`src/rtl/lanecalc_pkg.sv`:
```
package lanecalc_pkg;

  localparam int LC_CODE_W = 3;
  localparam int LC_BPP_W  = 6;

  // colour-depth codes (component depth -> code)
  localparam logic [LC_CODE_W-1:0] LC_DEPTH8  = 3'd0;
  localparam logic [LC_CODE_W-1:0] LC_DEPTH10 = 3'd1;
  localparam logic [LC_CODE_W-1:0] LC_DEPTH6  = 3'd2;
  localparam logic [LC_CODE_W-1:0] LC_DEPTH12 = 3'd3;

  // margin ratio and line coding factor
  localparam int LC_MARGIN_NUM = 21;
  localparam int LC_MARGIN_DEN = 20;
  localparam int LC_LANE_KBPS_PER_MHZ = 800; // 1000/10 octets * 8 bits

  typedef enum logic [2:0] {
    LC_IDLE,
    LC_GO_MARGIN,
    LC_WAIT_MARGIN,
    LC_GO_LANES,
    LC_WAIT_LANES,
    LC_FINISH
  } lc_state_t;

endpackage

```
`src/rtl/lanecalc_depth_decode.sv`:
```
module lanecalc_depth_decode
  import lanecalc_pkg::*;
(
  input  logic [LC_CODE_W-1:0] code,
  output logic [LC_BPP_W-1:0]  bits_pp,
  output logic                 legal
);

  always_comb begin
    legal   = 1'b1;
    bits_pp = '0;
    unique case (code)
      LC_DEPTH8:  bits_pp = LC_BPP_W'(24);
      LC_DEPTH10: bits_pp = LC_BPP_W'(30);
      LC_DEPTH6:  bits_pp = LC_BPP_W'(18);
      LC_DEPTH12: bits_pp = LC_BPP_W'(36);
      default:    legal   = 1'b0;
    endcase
  end

endmodule

```
`src/rtl/lanecalc_divider.sv`:
```
module lanecalc_divider #(
  parameter int W = 32
) (
  input  logic         clk,
  input  logic         rst_n,
  input  logic         go,
  input  logic [W-1:0] dividend,
  input  logic [W-1:0] divisor,
  output logic         fin,
  output logic [W-1:0] quotient
);

  localparam int CW = (W > 1) ? $clog2(W) : 1;

  logic [W-1:0]  rem_q, quo_q, dvs_q;
  logic [CW-1:0] step_q;
  logic          run_q;
  logic [W:0]    rem_sh, trial;

  // shift in next dividend bit, trial subtract
  assign rem_sh = {rem_q, quo_q[W-1]};
  assign trial  = rem_sh - {1'b0, dvs_q};

  always_ff @(posedge clk or negedge rst_n) begin
    if (!rst_n) begin
      rem_q  <= '0;
      quo_q  <= '0;
      dvs_q  <= '0;
      step_q <= '0;
      run_q  <= 1'b0;
      fin    <= 1'b0;
    end else if (go) begin
      rem_q  <= '0;
      quo_q  <= dividend;
      dvs_q  <= divisor;
      step_q <= '0;
      run_q  <= 1'b1;
      fin    <= 1'b0;
    end else if (run_q) begin
      if (!trial[W]) begin
        rem_q <= trial[W-1:0];
        quo_q <= {quo_q[W-2:0], 1'b1};
      end else begin
        rem_q <= rem_sh[W-1:0];
        quo_q <= {quo_q[W-2:0], 1'b0};
      end
      step_q <= step_q + 1'b1;
      if (step_q == CW'(W-1)) begin
        run_q <= 1'b0;
        fin   <= 1'b1;
      end
    end else begin
      fin <= 1'b0;
    end
  end

  assign quotient = quo_q;

endmodule

```
`src/rtl/link_lane_calc.sv`:
```
module link_lane_calc
  import lanecalc_pkg::*;
#(
  parameter int PCLK_W    = 20,
  parameter int FREQ_W    = 12,
  parameter int LANE_W    = 4,
  parameter int MAX_LANES = 4
) (
  input  logic                 clk,
  input  logic                 rst_n,
  input  logic                 start,
  input  logic [2:0]           depth_code,
  input  logic [PCLK_W-1:0]    pclk_khz,
  input  logic [FREQ_W-1:0]    link_mhz,
  output logic                 busy,
  output logic                 done,
  output logic                 err,
  output logic [5:0]           bpp,
  output logic [LANE_W-1:0]    lanes
);

  localparam int DIV_W    = PCLK_W + LC_BPP_W + 6;
  localparam int LANE_TOP = (1 << LANE_W) - 1;

  lc_state_t state_q;

  logic [LC_BPP_W-1:0] dec_bpp;
  logic                dec_legal;

  logic [DIV_W-1:0] prod_q, bw8_q, num_q;
  logic [LC_BPP_W-1:0] pend_bpp;
  logic [LANE_W-1:0]   pend_lanes;
  logic                pend_err;

  logic             dv_go, dv_fin;
  logic [DIV_W-1:0] dv_dividend, dv_divisor, dv_quo;

  lanecalc_depth_decode u_dec (
    .code    (depth_code),
    .bits_pp (dec_bpp),
    .legal   (dec_legal)
  );

  lanecalc_divider #(.W(DIV_W)) u_div (
    .clk      (clk),
    .rst_n    (rst_n),
    .go       (dv_go),
    .dividend (dv_dividend),
    .divisor  (dv_divisor),
    .fin      (dv_fin),
    .quotient (dv_quo)
  );

  // operand steering for the shared divider
  always_comb begin
    dv_go       = (state_q == LC_GO_MARGIN) || (state_q == LC_GO_LANES);
    dv_dividend = (state_q == LC_GO_MARGIN) ? prod_q : num_q;
    dv_divisor  = (state_q == LC_GO_MARGIN) ? DIV_W'(LC_MARGIN_DEN) : bw8_q;
  end

  always_ff @(posedge clk or negedge rst_n) begin
    if (!rst_n) begin
      state_q    <= LC_IDLE;
      prod_q     <= '0;
      bw8_q      <= '0;
      num_q      <= '0;
      pend_bpp   <= '0;
      pend_lanes <= '0;
      pend_err   <= 1'b0;
      done       <= 1'b0;
      err        <= 1'b0;
      bpp        <= '0;
      lanes      <= '0;
    end else begin
      done <= 1'b0;
      unique case (state_q)
        LC_IDLE: begin
          if (start) begin
            pend_lanes <= '0;
            if (!dec_legal) begin
              pend_bpp <= '0;
              pend_err <= 1'b1;
              state_q  <= LC_FINISH;
            end else if (link_mhz == '0) begin
              pend_bpp <= dec_bpp;
              pend_err <= 1'b1;
              state_q  <= LC_FINISH;
            end else begin
              pend_bpp <= dec_bpp;
              pend_err <= 1'b0;
              prod_q   <= DIV_W'(pclk_khz) * DIV_W'(dec_bpp) * DIV_W'(LC_MARGIN_NUM);
              bw8_q    <= DIV_W'(link_mhz) * DIV_W'(LC_LANE_KBPS_PER_MHZ);
              state_q  <= LC_GO_MARGIN;
            end
          end
        end
        LC_GO_MARGIN: state_q <= LC_WAIT_MARGIN;
        LC_WAIT_MARGIN: begin
          if (dv_fin) begin
            num_q   <= dv_quo + bw8_q - DIV_W'(1);
            state_q <= LC_GO_LANES;
          end
        end
        LC_GO_LANES: state_q <= LC_WAIT_LANES;
        LC_WAIT_LANES: begin
          if (dv_fin) begin
            pend_err   <= (dv_quo > DIV_W'(MAX_LANES));
            pend_lanes <= (dv_quo > DIV_W'(LANE_TOP)) ? LANE_W'(LANE_TOP)
                                                       : dv_quo[LANE_W-1:0];
            state_q    <= LC_FINISH;
          end
        end
        LC_FINISH: begin
          bpp     <= pend_bpp;
          lanes   <= pend_lanes;
          err     <= pend_err;
          done    <= 1'b1;
          state_q <= LC_IDLE;
        end
        default: state_q <= LC_IDLE;
      endcase
    end
  end

  assign busy = (state_q != LC_IDLE);

endmodule

```
`config.mk`:
```
export PLATFORM = sky130hd
export DESIGN_NAME = link_lane_calc
export DESIGN_NICKNAME = d
export VERILOG_FILES = /design/src/rtl/lanecalc_pkg.sv /design/src/rtl/lanecalc_depth_decode.sv /design/src/rtl/lanecalc_divider.sv /design/src/rtl/link_lane_calc.sv
export SDC_FILE = /design/constraint.sdc
export NUM_CORES = 1
export LEC_CHECK = 0
export BUFFER_PORTS_ARGS = -buffer_cell sky130_fd_sc_hd__buf_2
export CAP_MARGIN = 20
export CORE_MARGIN = 10
export CORE_UTILIZATION = 29
export CTS_CLUSTER_DIAMETER = 50
export DETAILED_ROUTE_END_ITERATION = 16
export HOLD_SLACK_MARGIN = 0.06
export PLACE_DENSITY = 0.51
export SYNTH_ARGS = -nofsm -noshare
export SYNTH_HDL_FRONTEND = slang
export SYNTH_SLANG_ARGS = --single-unit
export TNS_END_PERCENT = 10
```
`constraint.sdc`:
```
create_clock -name clk -period 8.5 [get_ports clk]
set_clock_uncertainty 0.15 [all_clocks]
set_input_delay 2.125 -clock clk [delete_from_list [all_inputs] [get_ports clk]]
set_output_delay 2.125 -clock clk [all_outputs]
set_load 0.01 [all_outputs]
```
==> impl_metrics.ini, run 1 <==
[global_routing]
grt_max_degree = 116
grt_overflow_total = 0
grt_pass1_vias = 15618
antenna_found_initial = 0
grt_pass1_wl_mm = 76.1
gr-usage-all-layers_pct = 12.0

[clocking]
cts_made_buffers = 17
clock_path_buffers = 2
clk_pin_slew_ns = 0.07
root_buffer = clkbuf_16
h-tree-depth = 4
clk_latency_ns = 0.46
cts_hold_buf = 0
numClockSinks = 192
cts_tree = built

[cells_and_area]
seq_area_mm2 = 0.00481
nets = 2695
multi_input_area_mm2 = 0.0127
areaGrowthSynthToFinish_pct = 17.5
antenna_cells = 0
fill_cells = 6721
drive_gt1_share_pct = 15.0
final_util_pct = 34.3

[sta]
finalCriticalPeriod_ns = 8.64
rsz0062_at_grt = yes
hold_viol = 0
setup_viol = 4
holdWs_ns = 0.332
slew_headroom_pct = 30.9
max_freq_ghz = 0.116
worst_pin_slew_ns = 1.03
post-route-period-util_pct = 102
worst_slack_ns = -0.135
fin_tns_setup_ns = -0.328
slew_violations = 0

[logic_synthesis]
synthCells = 2175
synth-seq-area-share_pct = 25.6
synth_area_mm2 = 0.0187
synthDistinctLibCells = 71
synth_edf_count = 0
postSynthNetCount = 2548
synth-seq-cells = 192
ys.flop_type = dfrtp_1
synth-async-reset-ratio_pct = 100
yosysWarnings = 0
avgSynthCellArea_um2 = 8.62

[floorplanning]
num_rows = 93
core_mm2 = 0.0642
die_width_um = 274
die-height_um = 274
io_pins = 51
die-area_mm2 = 0.0752
start_util_pct = 29.2

[setup_path]
r2r_start = bw8_q[7]
reg2reg_slack_ns = 4.25
required_ns = 8.72
crit_fanout = 22
worstSetupEndpointType = flop
slowest_delay_ns = 0.54
critPathArrivalTime_ns = 8.86
critPathSlowestCell = fa_1
r2r_end = num_q[30]
startpoint_type = input pin
cpMostUsedCell = a21o_1
path_class = in -> reg
reg2regPathDepth = 13

[route]
num_vias = 15189
drc_errors = 0
drt_wl_total_mm = 44.5
ant_nets = 0
wl_per_cell_um = 13.9
dr.first_iter.drc_count = 700
vias_per_cell = 4.76
dr.pass1.iters = 5

[job]
max-cap-violations = 0

[worst_hold_path]
hold_class = reg -> reg
hold_path_end = num_q[6]
hold-path-cell-count = 2
min_from = num_q[6]

[outcome]
outcome = complete, but fails checks
violations = negative setup slack

[place]
pre_cts_ws_ns = -0.787
gp_congestion = 0.845
dp_hpwl_mm = 34.5
portBuffers = 49
==> state kept, by name (all words and copies together), names as in the netlist, 17 cells and up <==
name / cells
u_div.dvs_q: 18
num_q: 32
prod_q: 30
u_div.quotient: 32
bw8_q: 17
u_div.rem_q: 32
==> critical path: cells and delay by family <==
family / cells / cell delay [ns]
compound gates: 9 / 1.65
xor+xnor: 1 / 0.22
fa+ha+maj: 8 / 3.10
buf+inv: 7 / 0.62
simple gates: 7 / 1.13
==> worst max-delay path by stage <==
stage | cells past startpoint | from | to
2_1_floorplan | 32 | depth_code[0] | prod_q[27]
6_report | 32 | depth_code[0] | prod_q[27]
5_1_grt | 32 | depth_code[0] | prod_q[29]
3_5_place_dp | 33 | depth_code[2] | prod_q[30]
3_3_place_gp | 33 | depth_code[2] | prod_q[30]
4_1_cts | 33 | depth_code[0] | prod_q[27]
==> synthesized netlist by cell type, drive strengths merged (39+ instances only) <==
cell type	number	area, um2
and2	75	469
xnor2	61	534
a21o	63	473
nor2	75	282
fa	83	1660
mux2i	39	390
dfrtp	192	4800
nand3	48	240
nand2	193	724
ha	252	3150
clkbuf	79	297
inv	337	1260
a21oi	135	679
o21ai	142	714
xor2	45	394
==> cells in the final DEF (no fill, tap or decap), types with 29 or more instances in the layout <==
master	instances
o21ai_0	134
inv_1	334
xor2_1	43
mux2i_1	39
nor2_1	71
o211a_1	32
ha_1	241
and3_1	29
buf_4	161
and2_1	75
buf_2	46
a21o_1	63
dfrtp_1	190
xnor2_1	57
nand2_1	192
fa_1	81
nand3_1	46
a21oi_1	125
==> area by class of cell <==
type	count	area share, %
well taps	855	4.86
clock inverters	13	0.699
clock buffers	19	2.01
multi-input cells	1558	57.7
repair buffers	216	7.12
flip-flops and latches	192	21.8
inverters	337	5.74
==> kinds of logic (layout without fill, tap and decap cells) <==
kind of cell / Yosys count / in the layout / share of synthesized area [%]
flip-flops: 192 / 192 / 25.6
AO/OA/AOI/OAI: 502 / 502 / 17.0
other: 1 / 1 / 0.0200
buffers and inverters: 425 / 585 / 8.58
multiplexers: 62 / 62 / 3.46
XOR/XNOR: 106 / 106 / 4.95
adder cells (fa/ha/maj): 335 / 335 / 25.7
AND/OR/NAND/NOR: 552 / 552 / 14.7
==> per-stage QoR <==
step	instance area, um2	cells
after floorplan	19000	2175
after global routing	22000	3190
after detailed placement	21200	3153
final	22000	3190
after CTS	22000	3187
after global placement	21200	3153
==> per-layer routing <==
layer,up-vias,track usage [%],share of wire (%)
met3,49,1.27,1.6
met4,0,3.93,2.1
met5,-,0,0
met2,119,21.4,50
li1,7634,-,-
met1,7387,14.9,47
==> what timing repair did <==
| item | in CTS | in global routing |
|---|---|---|
| gates cloned | 1 | 0 |
| setup buffers | 1 | 2 |
| resized for setup | 24 | 14 |
| endpoints found under the setup margin | 10 | 14 |
| pin swaps | 18 | 14 |
Power of run 1 is not shown: default switching activity piles up to over one toggle a cycle in this logic, so the estimate is an artifact.
==> inputs of run 2 (changes only) <==
==> constraint.sdc (replaced) <==
create_clock -name clk -period 9.8 [get_ports clk]
set_clock_uncertainty 0.15 [all_clocks]
set_input_delay 2.45 -clock clk [delete_from_list [all_inputs] [get_ports clk]]
set_output_delay 2.45 -clock clk [all_outputs]
set_load 0.01 [all_outputs]
==> impl_metrics.ini, run 2 (synthesis gave the netlist of run 1 again) <==
[outcome]
outcome = finished, final reports clean

[global_routing]
use_met2_pct = 21.0
use_met1_pct = 14.9
busiest_layer = met2
use_met3_pct = 1.46
grt_overflow_total = 0
grt_pass1_vias = 15296
grt_max_degree = 121
grt_pass1_wl_mm = 75.2
antenna_found_initial = 0
gr-usage-all-layers_pct = 11.9

[setup_path]
slowest_delay_ns = 0.55
crit_fanout = 21
required_ns = 9.96
critPathArrivalTime_ns = 9.50
critPathSlowestCell = fa_1
startpoint_type = input pin
path_class = in -> reg
worstSetupEndpointType = flop

[cells_and_area]
fill_cells = 6780
final_util_pct = 32.8
layout_common_cells = 337 x inv_1, 252 x ha_1, 193 x nand2_1
drive_gt1_share_pct = 10.2
nets = 2624
antenna_cells = 0
areaGrowthSynthToFinish_pct = 12.5
layout.cells.most_common = inv_1
final_cell_area_mm2 = 0.0211

[clocking]
h-tree-depth = 4
root_buffer = clkbuf_16
postCtsSetupBuffers = 0
clock_path_buffers = 2
clk_latency_ns = 0.46
cts_made_buffers = 17
numClockSinks = 192
clk_pin_slew_ns = 0.08
cts_tree = built
cts_hold_buf = 0

[floorplanning]
num_rows = 93
die_width_um = 274
die-height_um = 274
die-area_mm2 = 0.0752
start_util_pct = 29.2
core_mm2 = 0.0642
io_pins = 51

[place]
placed_area_mm2 = 0.0205
portBuffers = 49
dp_hpwl_mm = 34.1
gp_congestion = 0.832

[power_and_ir_drop]
combPwrFrac_pct = 73.6
pwr-share-seq_pct = 17.5
power_mw = 7.90
power.share.clock_pct = 8.9
p_leak_nw = 11.0
irDropWorstVdd_mv = 0.211
power.internal_mw = 4.03
switching_share_pct = 49.0
p_sw_mw = 3.87
powerDensity_mw_per_mm2 = 374

[sta]
setup_viol = 0
rsz0062_at_grt = no
finalCriticalPeriod_ns = 9.34
holdWs_ns = 0.331
slew_headroom_pct = 29.1
post-route-period-util_pct = 95.3
hold_viol = 0
max_freq_ghz = 0.107
slew_violations = 0
worst_pin_slew_ns = 1.04

[worst_hold_path]
hold_class = reg -> reg

[route]
dr.first_iter.drc_count = 577
drt_wl_total_mm = 44.2
num_vias = 14829
dr.pass1.iters = 5
drc_errors = 0
vias_per_cell = 4.75
ant_nets = 0
wl_per_cell_um = 14.2

[job]
max-cap-violations = 0
## run 2: power by group through the flow
stage | combinational, mW | sequential, mW | clock (mW)
finish | 5.82 | 1.38 | 0.701
floorplan | 4.29 | 1.29 | 0
detailed placement | 5.82 | 1.40 | 0
CTS | 5.88 | 1.39 | 0.721
global route | 6.60 | 1.43 | 0.753
global placement | 5.79 | 1.39 | 0
## run 2: per-layer routing
metal,vias to the layer above,share of wire [%]
met5,-,0
met4,0,2.0
met3,42,1.9
met2,117,49
met1,7208,47
li1,7462,-
## run 2: critical path, delay by kind of cell
family	cells	cell delay (ns)
AO/OA/AOI/OAI	11	1.96
XOR/XNOR	2	0.38
buffers and inverters	7	0.64
adder cells (fa/ha/maj)	8	3.28
AND/OR/NAND/NOR	6	0.78
## run 2: cell type report
type	instances	area, um2	area share (%)
Timing Repair Buffer	145	998	4.73
Clock inverter	14	141	0.670
Tap cell	855	1070	5.07
Clock buffer	18	439	2.08
Inverter	337	1260	6.00
Multi-Input combinational cell	1558	12400	58.7
Sequential cell	192	4810	22.8
## run 2: worst paths after layout
| path | from | end | slack, ns | cells after the start |
|---|---|---|---|---|
| setup reg to reg | bw8_q[7] | num_q[26] | 5.47 | 13 |
| min in group asynchronous | rst_n | u_div.rem_q[12] | 1.85 | 1 |
| max in group asynchronous | rst_n | num_q[29] | 6.21 | 2 |
| hold / removal | num_q[5] | num_q[5] | 0.33 | 2 |
| hold reg to reg | num_q[5] | num_q[5] | 0.33 | 2 |
| setup / recovery | depth_code[0] | prod_q[30] | 0.46 | 34 |
## run 2: repair_timing
item                                   4_1_cts  5_1_grt
setup endpoints to repair                    0        4
resized for setup                            0        5
endpoints found under the hold margin        0        0
## run 2: per-stage QoR
stage | TNS (ns) | setup slack [ns] | cells
floorplan | 0 | 0.0748 | 2175
global placement | -0.188 | -0.0889 | 3085
detailed placement | -0.524 | -0.191 | 3085
CTS | 0 | 0.265 | 3117
global route | 0 | 0.0222 | 3119
finish | 0 | 0.461 | 3119
No activity file was read; power rests on OpenSTA's default activity.
==> inputs of run 3 (changes only) <==
--- a/config.mk
+++ b/config.mk
@@ -7,6 +7,7 @@
 export LEC_CHECK = 0
 export BUFFER_PORTS_ARGS = -buffer_cell sky130_fd_sc_hd__buf_2
 export CAP_MARGIN = 20
+export CORE_ASPECT_RATIO = 0.8
 export CORE_MARGIN = 10
 export CORE_UTILIZATION = 29
 export CTS_CLUSTER_DIAMETER = 50
==> impl_metrics.ini, run 3 (synthesis gave the netlist of run 1 again) <==
[outcome]
outcome = finished, final reports clean

[floorplanning]
io_pins = 51
start_util_pct = 29.3
die_width_um = 304
die-height_um = 247
core_mm2 = 0.0641
num_rows = 83
die-area_mm2 = 0.0753

[route]
ant_nets = 0
vias_per_cell = 4.79
dr.pass1.iters = 5
drc_errors = 0
num_vias = 14957
drt_wl_total_mm = 44.0
wl_per_cell_um = 14.1
dr.first_iter.drc_count = 757

[cells_and_area]
final_util_pct = 33.1
fill_cells = 6676
areaGrowthSynthToFinish_pct = 13.3
seq_area_mm2 = 0.00481
multi_input_area_mm2 = 0.0124
layout.cells.most_common = inv_1
layout_common_cells = 337 x inv_1, 252 x ha_1, 193 x nand2_1
nets = 2635
drive_gt1_share_pct = 10.7
antenna_cells = 0

[clocking]
cts_made_buffers = 17
clk_latency_ns = 0.48
cts_tree = built
root_buffer = clkbuf_16
clk_pin_slew_ns = 0.08
numClockSinks = 192
postCtsSetupBuffers = 0
clock_path_buffers = 2
h-tree-depth = 4

[power_and_ir_drop]
irDropWorstVdd_mv = 0.252
power.internal_mw = 4.13
p_leak_nw = 11.1
pwr-share-seq_pct = 17.5
powerDensity_mw_per_mm2 = 375
power.share.clock_pct = 9.4
power_mw = 7.96
p_sw_mw = 3.83
combPwrFrac_pct = 73.1
switching_share_pct = 48.1

[setup_path]
reg2reg_slack_ns = 5.48
critPathArrivalTime_ns = 9.68
critPathSlowestCell = fa_1
required_ns = 9.98
worstSetupEndpointType = flop
path_class = in -> reg
crit_fanout = 11
slowest_delay_ns = 0.54
startpoint_type = input pin

[sta]
setup_viol = 0
finalCriticalPeriod_ns = 9.50
slew_headroom_pct = 22.8
max_freq_ghz = 0.105
worst_slack_ns = 0.301
hold_viol = 0
worst_pin_slew_ns = 1.13
post-route-period-util_pct = 96.9
slew_violations = 0
rsz0062_at_grt = yes

[global_routing]
grt_pass1_vias = 14649
antenna_found_initial = 0
use_met3_pct = 1.78
grt_pass1_wl_mm = 74.3
use_met1_pct = 16.6
grt_overflow_total = 0
grt_max_degree = 109
busiest_layer = met2
gr-usage-all-layers_pct = 11.7
use_met2_pct = 18.6

[place]
dp_hpwl_mm = 33.6
pre_cts_ws_ns = -0.304
portBuffers = 49
gp_congestion = 0.836

[worst_hold_path]
hold_class = reg -> reg

[job]
max-cap-violations = 0
[run 3: cell count changes in the layout (fill, tap and decap cells not counted), moves of 2 or more]
cell / previous run / this run
clkinv_4: 0 / 2
buf_6: 1 / 3
bufinv_16: 0 / 2
inv_6: 5 / 3
buf_4: 94 / 102
[run 3: per-stage QoR]
| stage | instances | TNS (ns) | instance area, um2 | hold slack [ns] |
|---|---|---|---|---|
| 6_report | 3125 | 0 | 21200 | 0.331 |
| 5_1_grt | 3125 | -0.0700 | 21200 | 0.358 |
| 4_1_cts | 3123 | 0 | 21200 | 0.337 |
| 3_5_place_dp | 3091 | -0.682 | 20600 | 0.319 |
| 3_3_place_gp | 3091 | -0.253 | 20600 | 0.312 |
| 2_1_floorplan | 2175 | 0 | 18800 | 0.288 |
[run 3: power groups by stage]
stage / Sequential [mW] / Clock [mW] / Combinational, mW
5_1_grt: 1.44 / 0.806 / 6.60
3_5_place_dp: 1.41 / 0 / 5.78
6_report: 1.40 / 0.748 / 5.81
4_1_cts: 1.40 / 0.778 / 5.83
3_3_place_gp: 1.40 / 0 / 5.72
2_1_floorplan: 1.29 / 0 / 4.29
[run 3: layout make-up]
cell class	count	area share (%)
Multi-Input combinational cell	1558	58.4
Sequential cell	192	22.6
Inverter	337	5.96
Timing Repair Buffer	156	5.08
Tap cell	850	5.01
Clock buffer	17	2.00
Clock inverter	15	0.937
[run 3: repair_timing]
item / 4_1_cts / 5_1_grt
resized for setup: 0 / 10
endpoints found under the setup margin: 0 / 4
hold buffers: 0 / 0
[run 3: worst max-delay path, delay by kind of cell]
family | cells | cell delay [ns]
adder cells (fa/ha/maj) | 8 | 3.08
AO/OA/AOI/OAI | 9 | 1.67
AND/OR/NAND/NOR | 8 | 1.26
buffers and inverters | 7 | 0.74
XOR/XNOR | 2 | 0.48
[run 3: path summary, 6_finish.rpt]
path | start | endpoint | cells after the start
min | prod_q[29] | prod_q[29] | 2
min reg2reg | prod_q[29] | prod_q[29] | 2
min in group asynchronous | rst_n | u_div.dvs_q[4] | 1
max | depth_code[2] | prod_q[30] | 34
max in group asynchronous | rst_n | num_q[30] | 2
max reg2reg | bw8_q[7] | num_q[26] | 13
[run 3: metal layers]
| layer | vias to the layer above | wire, um |
|---|---|---|
| met4 | 0 | 569 |
| met2 | 175 | 19700 |
| li1 | 7508 | - |
| met1 | 7246 | 22500 |
| met5 | - | 0 |
| met3 | 28 | 1260 |
